[config.mk]
export PLATFORM = sky130hd
export DESIGN_NAME = registered_bus_xcvr
export DESIGN_NICKNAME = d
export VERILOG_FILES = /design/src/rtl/xcvr_pkg.sv /design/src/rtl/xcvr_capture_lane.sv /design/src/rtl/xcvr_path_mux.sv /design/src/rtl/xcvr_drive_ctl.sv /design/src/rtl/registered_bus_xcvr.sv
export SDC_FILE = /design/constraint.sdc
export NUM_CORES = 1
export LEC_CHECK = 0
export ABC_AREA = 1
export BUFFER_PORTS_ARGS = -buffer_cell sky130_fd_sc_hd__buf_2
export CORE_AREA = 2 2 61 63
export CTS_CLUSTER_DIAMETER = 40
export CTS_CLUSTER_SIZE = 14
export DETAILED_ROUTE_END_ITERATION = 8
export DIE_AREA = 0 0 63 65
export PLACE_DENSITY = 0.56
export SLEW_MARGIN = 5
export SYNTH_ARGS = -nofsm -noshare
export SYNTH_HDL_FRONTEND = slang
export SYNTH_HIERARCHICAL = 1
export SYNTH_SLANG_ARGS = --single-unit
[constraint.sdc]
create_clock -name clk -period 1 [get_ports clk]
set_clock_uncertainty 0.05 [all_clocks]
set_input_delay 0.1 -clock clk [delete_from_list [all_inputs] [get_ports clk]]
set_output_delay 0.1 -clock clk [all_outputs]
set_load 0.005 [all_outputs]
[src/rtl/xcvr_pkg.sv]
package xcvr_pkg;

    typedef enum logic [1:0] {
        DRV_NONE = 2'd0,
        DRV_A    = 2'd1,
        DRV_B    = 2'd2
    } drive_e;

    typedef enum logic {
        SRC_LIVE   = 1'b0,
        SRC_STORED = 1'b1
    } src_e;

endpackage

[src/rtl/xcvr_capture_lane.sv]
module xcvr_capture_lane #(
    parameter int W      = 8,
    parameter bit INVERT = 1'b0
) (
    input  logic         clk,
    input  logic         rst_n,
    input  logic         cap_i,
    input  logic [W-1:0] bus_i,
    output logic [W-1:0] stored_o
);

    typedef struct packed {
        logic         prev;
        logic [W-1:0] data;
    } lane_t;

    lane_t lane_d, lane_q;

    always_comb begin
        lane_d      = lane_q;
        lane_d.prev = cap_i;
        if (cap_i && !lane_q.prev) begin
            lane_d.data = INVERT ? ~bus_i : bus_i;
        end
    end

    always_ff @(posedge clk or negedge rst_n) begin
        if (!rst_n) begin
            lane_q <= '0;
        end else begin
            lane_q <= lane_d;
        end
    end

    assign stored_o = lane_q.data;

endmodule

[src/rtl/xcvr_path_mux.sv]
module xcvr_path_mux #(
    parameter int W      = 8,
    parameter bit INVERT = 1'b0
) (
    input  logic         use_stored_i,
    input  logic [W-1:0] live_i,
    input  logic [W-1:0] stored_i,
    output logic [W-1:0] out_o
);

    logic [W-1:0] live_x;
    logic [W-1:0] sel_vec;

    always_comb begin
        live_x  = INVERT ? ~live_i : live_i;
        sel_vec = {W{use_stored_i}};
        // The consensus term holds a bit steady when both sources agree.
        out_o   = (stored_i & sel_vec) | (live_x & ~sel_vec) | (stored_i & live_x);
    end

endmodule

[src/rtl/xcvr_drive_ctl.sv]
module xcvr_drive_ctl
    import xcvr_pkg::*;
(
    input  logic en_n,
    input  logic dir,
    output logic a_oe,
    output logic b_oe
);

    drive_e drive;

    always_comb begin
        if (en_n) begin
            drive = DRV_NONE;
        end else if (dir) begin
            drive = DRV_B;
        end else begin
            drive = DRV_A;
        end
        a_oe = (drive == DRV_A);
        b_oe = (drive == DRV_B);
    end

endmodule

[src/rtl/registered_bus_xcvr.sv]
module registered_bus_xcvr
    import xcvr_pkg::*;
#(
    parameter int W      = 8,
    parameter bit INVERT = 1'b0
) (
    input  logic         clk,
    input  logic         rst_n,
    input  logic         en_n,
    input  logic         dir,
    input  logic         sel_ab,
    input  logic         sel_ba,
    input  logic         cap_ab,
    input  logic         cap_ba,
    input  logic [W-1:0] a_i,
    output logic [W-1:0] a_o,
    output logic         a_oe,
    input  logic [W-1:0] b_i,
    output logic [W-1:0] b_o,
    output logic         b_oe
);

    localparam int NDIR = 2;

    logic [NDIR-1:0]        cap_vec;
    logic [NDIR-1:0]        sel_vec;
    logic [NDIR-1:0][W-1:0] src_bus;
    logic [NDIR-1:0][W-1:0] stored;
    logic [NDIR-1:0][W-1:0] routed;
    logic [W-1:0]           stored_ab;
    logic [W-1:0]           stored_ba;

    // index 0 carries A toward B, index 1 carries B toward A
    assign cap_vec = {cap_ba, cap_ab};
    assign sel_vec = {sel_ba, sel_ab};
    assign src_bus = {b_i, a_i};

    for (genvar g = 0; g < NDIR; g++) begin : g_path
        xcvr_capture_lane #(.W(W), .INVERT(INVERT)) u_lane (
            .clk      (clk),
            .rst_n    (rst_n),
            .cap_i    (cap_vec[g]),
            .bus_i    (src_bus[g]),
            .stored_o (stored[g])
        );
        xcvr_path_mux #(.W(W), .INVERT(INVERT)) u_mux (
            .use_stored_i (sel_vec[g] == SRC_STORED),
            .live_i       (src_bus[g]),
            .stored_i     (stored[g]),
            .out_o        (routed[g])
        );
    end

    xcvr_drive_ctl u_ctl (
        .en_n (en_n),
        .dir  (dir),
        .a_oe (a_oe),
        .b_oe (b_oe)
    );

    assign stored_ab = stored[0];
    assign stored_ba = stored[1];
    assign b_o       = routed[0];
    assign a_o       = routed[1];

endmodule

==> summary.txt, run 1 <==
GRT
------------------------------------------------------------------------------------------------------
Vias in the first global route                                                                     872
Global-route wire length before repair                                                    4000 microns
Number of antenna violations at the first check in global routing                                    0
Total routing resource utilization after global routing                                          12.1%
Residual overflow from global routing                                                                0
Pin count of the biggest net entering global routing                                                19

DIE
------------------------------------------------------------------------------------------------------
Initial cell density of the core                                                                 30.0%
Chip Height                                                                                 65 microns
Core box area                                                                               3500 sq um
DIE WIDTH                                                                                   63 microns
Number of cell rows                                                                                 22
Number of primary I/O pins                                                                          42
Die Outline Area                                                                            4100 sq um

SYNTH
------------------------------------------------------------------------------------------------------
Fraction of post-synthesis cell area in the top cell type by area                                43.0%
Synthesized netlist net count                                                                      167
Biggest area consumer among synthesized cells                                                  dfrtp_1
Per-instance average area after synthesis                                                   7.32 sq um
Ys Warns                                                                                             6
Post-synthesis cell count                                                                          143
Sequential-to-total area share from yosys stat                                                   43.0%
Top cells by area in the synthesized netlist                                              dfrtp_1 (43%), nand2_1 (29%), buf_4 (11%)
Count of unique library cells instantiated by Yosys                                                 10
Synthesized flop and latch total                                                                    18
Post-synthesis instance area                                                                1050 sq um

FINISH
------------------------------------------------------------------------------------------------------
Commonest non-fill, non-tap cells in the layout                                           nand2_1 (80), buf_2 (41), dfrtp_1 (18)
Filler Cells Inserted                                                                              382
Fraction of final layout cells sized beyond drive strength 1                                     29.6%
Post-route non-filler standard cell count                                                          234
Antenna fix cells                                                                                    0
Final core area utilization                                                                      38.8%
Area grow syn2layout                                                                             29.5%
Final nets                                                                                         211
Most common cell after layout, fill and taps aside                                             nand2_1
Post-route standard cell area excluding fillers                                             1360 sq um

DRT
------------------------------------------------------------------------------------------------------
Via density per instance                                                                          4.11
Total via count in the routed design                                                               961
Drc violations                                                                                       0
Starting DRT DRC Count                                                                              71
Routed wirelength normalized by instance count                                            9.91 microns
Antenna Violating Nets Remaining                                                                     0
Router iterations before antenna repair                                                              4
WL final                                                                                  2320 microns

PLACED DESIGN
------------------------------------------------------------------------------------------------------
Total placed instance area                                                                  1150 sq um
Final Wtd Congestion                                                                             0.813
Number of cells in the design after placement                                                      212
Post-Place Worst Slack                                                                        0.107 ns
Port Buffer Count                                                                                   41
HPWL Detailed                                                                             1530 microns

CLOCKING
------------------------------------------------------------------------------------------------------
Clock tree from TritonCTS                                                                          yes
Clock transition at the register clock pins on the worst setup and hold paths after CTS        0.11 ns
Worst skew pair latency                                                                        0.30 ns
Number of buffers added by the clock tree synthesis step                                             3
Maximum buffer depth of the clock tree                                                               2
H-tree levels                                                                                        1
Clk Tree Root Cell                                                                            clkbuf_4
CTS-repair resized insts                                                                             0
Sinks on Clock Net                                                                                  18

PWR
------------------------------------------------------------------------------------------------------
Worst IR Drop VDD                                                                               867 uV
Static Leakage                                                                                0.803 nW
Total power per unit cell area                                                            1280 nW/um^2
Total Power Consumption                                                                        1.74 mW

TIMING
------------------------------------------------------------------------------------------------------
Max Clk Rate                                                                                   908 MHz
Final critical-path setup slack                                                              -0.101 ns
Shortest period the worst path allows                                                          1.10 ns
Hold violation total from the final report                                                           0
Worst slew pin tran                                                                           0.431 ns
Final setup fails                                                                                   16
Post-route fraction of the period consumed by the critical path                                   110%
Worst slew margin relative to its limit                                                          71.3%
Setup repair after global routing missed its margin                                                yes
Final Slew Violations                                                                                0

WORST SETUP PATH
------------------------------------------------------------------------------------------------------
Standard cell with the maximum stage delay on the critical path                                dfrtp_1
Kind of critical path                                                                     flip-flop to output pin
CP max FO                                                                                            2
Ordered list of cells on the worst path                                                   nand2_1 > nand2_1 > buf_2
Dominant cell type by count on the critical path                                               nand2_1
Crit path arrival time                                                                         0.95 ns
Worst Path Required                                                                            0.85 ns
Kind of end point of the critical path                                                      output pin
Type of origin of the critical path                                                          flip-flop
Delay contributed by the slowest stage of the critical path                                    0.40 ns

HOLD PATH
------------------------------------------------------------------------------------------------------
Worst hold path class                                                                     primary input to flip-flop

RUN STATUS
------------------------------------------------------------------------------------------------------
Violated checks                                                                           negative setup slack
Status                                                                                    finished, violations left

RUN
------------------------------------------------------------------------------------------------------
Number of maximum-capacitance constraint violations                                                  0

[flip-flops by register name, indices dropped and copies added, names as in the netlist]
register / flops
g_path.u_lane/stored_o: 16
g_path.u_lane/lane_q: 2
[final timing paths]
| path | start | to | slack, ns | depth (start not counted) |
|---|---|---|---|---|
| worst max-delay path | g_path[0].u_lane/stored_o[3] | b_o[3] | -0.10 | 3 |
| worst max register to register | g_path[1].u_lane/lane_q[8] | g_path[1].u_lane/stored_o[5] | 0.10 | 4 |
| worst min-delay path | a_i[2] | g_path[0].u_lane/stored_o[2] | 0.008 | 3 |
| max in group asynchronous | rst_n | g_path[1].u_lane/stored_o[4] | 0.38 | 2 |
| worst min register to register | g_path[1].u_lane/stored_o[3] | g_path[1].u_lane/stored_o[3] | 0.43 | 2 |
| min in group asynchronous | rst_n | g_path[1].u_lane/stored_o[7] | 0.22 | 2 |
[critical path, delay by kind of cell (launching register included)]
| family | cells | cell delay [ns] |
|---|---|---|
| AND/OR/NAND/NOR | 2 | 0.14 |
| flip-flops | 1 | 0.40 |
| buffers and inverters | 1 | 0.12 |
[cells in the mapped netlist]
library cell  number
nand2_1           80
dfrtp_1           18
buf_4             16
nand3_1           16
buf_6              4
inv_2              4
nand2_4            2
inv_1              1
nor2_1             1
nor2_2             1
[logic make-up after synthesis]
| kind of cell | share of synthesized area, % |
|---|---|
| AND/OR/NAND/NOR | 39.4 |
| buffers and inverters | 17.6 |
| flip-flops | 43.0 |
[stage by stage]
step,hold slack (ns),setup TNS [ns]
final,0.00760,-1.17
after global routing,0.00355,-2.31
after detailed placement,0.0117,0
after floorplan,-0.246,0
after global placement,0.00735,0
after CTS,0.000741,-1.45
[power by group]
| part | total, mW | switching (mW) | internal [mW] | leakage (nW) |
|---|---|---|---|---|
| logic | 0.418 | 0.212 | 0.206 | 0.561 |
| registers | 0.855 | 0.0430 | 0.812 | 0.221 |
| clock network | 0.466 | 0.244 | 0.222 | 0.0210 |
| total | 1.74 | 0.499 | 1.24 | 0.803 |
[per-layer routing]
layer  vias up  GRT usage [%]  part of all wire, %
met3         2           3.82                  8.8
met4         0           3.33                 0.60
li1        507              -                    -
met1       410           16.6                   48
met2        42           18.4                   43
met5         -              0                    0
[final cells by class]
class                      count  area, sq um  area share, %
multi-input combinational    100          413           30.4
timing repair buffer          59          378           27.9
sequential                    18          450           33.2
clock buffer                   4         36.3           2.68
tap                           48         60.1           4.43
inverter                       5         18.8           1.38
[timing repair]
action	in CTS	in global routing
pin swaps	16	1
hold buffers	15	0
endpoints found under the setup margin	16	16
endpoints found under the hold margin	32	0
buffers inserted	0	3
(Power assumes the default switching activity.)
==> inputs of run 2 (changes only) <==
Settings changed: RECOVER_POWER from default to 25.
==> summary.txt, run 2 (same netlist as run 1, synthesis figures left out) <==
CLOCKING
------------------------------------------------------------------------------------------------------
Number of buffers added by the clock tree synthesis step                                             3
Clock transition at the register clock pins on the worst setup and hold paths after CTS        0.11 ns
Clk Tree Root Cell                                                                            clkbuf_4
H-tree levels                                                                                        1
Maximum buffer depth of the clock tree                                                               2
CTS-repair resized insts                                                                             0
Sinks on Clock Net                                                                                  18
Worst skew pair latency                                                                        0.30 ns
Clock tree from TritonCTS                                                                          yes

TIMING
------------------------------------------------------------------------------------------------------
Final critical-path setup slack                                                             -0.0993 ns
Post-Route Setup TNS                                                                          -1.14 ns
Final setup fails                                                                                   16
Hold violation total from the final report                                                           0
Post-route fraction of the period consumed by the critical path                                   110%
Shortest period the worst path allows                                                          1.10 ns
Worst slew pin tran                                                                           0.480 ns
Setup repair after global routing missed its margin                                                yes
Max Clk Rate                                                                                   910 MHz
Final Slew Violations                                                                                0
Worst slew margin relative to its limit                                                          68.0%

PWR
------------------------------------------------------------------------------------------------------
Worst IR Drop VDD                                                                               867 uV
Share of power burned in combinational logic                                                     24.0%
Clk network pwr share                                                                            26.7%
Total Power Consumption                                                                        1.74 mW
Net switching power                                                                           0.498 mW
Total power per unit cell area                                                            1280 nW/um^2
Reg power frac                                                                                   49.2%
Fraction of power spent switching nets                                                           28.7%
Static Leakage                                                                                0.796 nW
Pint                                                                                           1.24 mW

WORST SETUP PATH
------------------------------------------------------------------------------------------------------
Ordered list of cells on the worst path                                                   nand2_1 > nand2_1 > buf_2
Cell family contributing the most delay on the critical path                                flip-flops
Type of origin of the critical path                                                          flip-flop
CP max FO                                                                                            2
Worst Path Required                                                                            0.85 ns
Standard cell with the maximum stage delay on the critical path                                dfrtp_1
Delay contributed by the slowest stage of the critical path                                    0.40 ns
Critical path buffers and inverters                                                                  1
Kind of end point of the critical path                                                      output pin
Kind of critical path                                                                     flip-flop to output pin
Dominant cell type by count on the critical path                                               nand2_1
Crit path arrival time                                                                         0.95 ns

DRT
------------------------------------------------------------------------------------------------------
Routed wirelength normalized by instance count                                            9.91 microns
Starting DRT DRC Count                                                                              88
Antenna Violating Nets Remaining                                                                     0
Total via count in the routed design                                                               957
WL final                                                                                  2320 microns
Drc violations                                                                                       0
Router iterations before antenna repair                                                              4
Via density per instance                                                                          4.09

DIE
------------------------------------------------------------------------------------------------------
Core box area                                                                               3500 sq um
Initial cell density of the core                                                                 30.0%
Number of primary I/O pins                                                                          42
Die Outline Area                                                                            4100 sq um
Number of cell rows                                                                                 22
Chip Height                                                                                 65 microns
DIE WIDTH                                                                                   63 microns

GRT
------------------------------------------------------------------------------------------------------
M3 GR Usage                                                                                      3.82%
Total routing resource utilization after global routing                                          12.1%
Met1 demand-to-capacity share in global routing                                                  16.6%
Global-route wire length before repair                                                    4000 microns
Vias in the first global route                                                                     872
Routing layer with the top usage in global route                                                  met2
Global-route met2 utilization                                                                    18.4%
Number of antenna violations at the first check in global routing                                    0
Residual overflow from global routing                                                                0
Pin count of the biggest net entering global routing                                                19

PLACED DESIGN
------------------------------------------------------------------------------------------------------
Post-Place Worst Slack                                                                        0.107 ns
Port Buffer Count                                                                                   41
Final Wtd Congestion                                                                             0.813
HPWL Detailed                                                                             1530 microns

FINISH
------------------------------------------------------------------------------------------------------
Final core area utilization                                                                      38.7%
Fraction of final layout cells sized beyond drive strength 1                                     28.5%
Most common cell after layout, fill and taps aside                                             nand2_1
Final nets                                                                                         211
Antenna fix cells                                                                                    0
Commonest non-fill, non-tap cells in the layout                                           nand2_1 (80), buf_2 (38), dfrtp_1 (18)
Area grow syn2layout                                                                             29.3%
Flip-flop count of the largest register after layout                                                16

RUN STATUS
------------------------------------------------------------------------------------------------------
Violated checks                                                                           negative setup slack
Status                                                                                    finished, violations left

HOLD PATH
------------------------------------------------------------------------------------------------------
Worst hold path class                                                                     primary input to flip-flop

RUN
------------------------------------------------------------------------------------------------------
Number of maximum-capacitance constraint violations                                                  0

## run 2: cell count changes in the layout (fill, tap and decap cells not counted)
| cell | previous run | this run |
|---|---|---|
| buf_2 | 41 | 38 |
| clkbuf_1 | 0 | 2 |
| clkbuf_2 | 0 | 1 |
## run 2: per-stage QoR
stage | hold WS [ns] | cell area (sq um) | cells
2_1_floorplan | -0.246 | 1050 | 143
3_3_place_gp | 0.00735 | 1150 | 212
3_5_place_dp | 0.0117 | 1150 | 212
4_1_cts | 0.000741 | 1330 | 231
5_1_grt | 0.00355 | 1350 | 234
6_report | 0.00940 | 1350 | 234
## run 2: power groups by stage
stage	sequential, mW	clock, mW	combinational, mW
floorplan	0.860	0	0.313
global placement	0.870	0	0.350
detailed placement	0.865	0	0.355
CTS	0.853	0.498	0.398
global route	0.865	0.532	0.479
finish	0.855	0.464	0.418
## run 2: path summary, 6_finish.rpt
check | slack, ns | start | to | depth (start not counted)
worst max-delay path | -0.1 | g_path[0].u_lane/stored_o[3] | b_o[3] | 3
worst min-delay path | 0.009 | a_i[2] | g_path[0].u_lane/stored_o[2] | 3
worst max register to register | 0.10 | g_path[1].u_lane/lane_q[8] | g_path[1].u_lane/stored_o[5] | 4
worst min register to register | 0.43 | g_path[1].u_lane/stored_o[3] | g_path[1].u_lane/stored_o[3] | 2
max in group asynchronous | 0.34 | rst_n | g_path[1].u_lane/stored_o[4] | 2
min in group asynchronous | 0.24 | rst_n | g_path[1].u_lane/stored_o[7] | 2
## run 2: repair_timing
action,4_1_cts,5_1_grt
hold endpoints to repair,32,0
pin swaps,16,1
buffers inserted,0,3
endpoints found under the setup margin,16,16
hold buffers,15,0
## run 2: tightest hold or removal path: stages
cell and delay, ns:
buf_2 0.09, nand3_1 0.07, nand2_1 0.07
## run 2: area by class of cell
cell class / count / area, sq um
Clock buffer: 4 / 36.3
Multi-Input combinational cell: 100 / 413
Inverter: 5 / 18.8
Fill cell: 384 / 2140
Sequential cell: 18 / 450
Tap cell: 48 / 60.1
Timing Repair Buffer: 59 / 375
## run 2: layer usage
metal / part of all wire, % / wire length [microns] / vias up
met5: 0 / 0 / -
met4: 0 / 0 / 0
met3: 9.1 / 212 / 0
met2: 43 / 993 / 46
met1: 48 / 1110 / 404
li1: - / - / 507
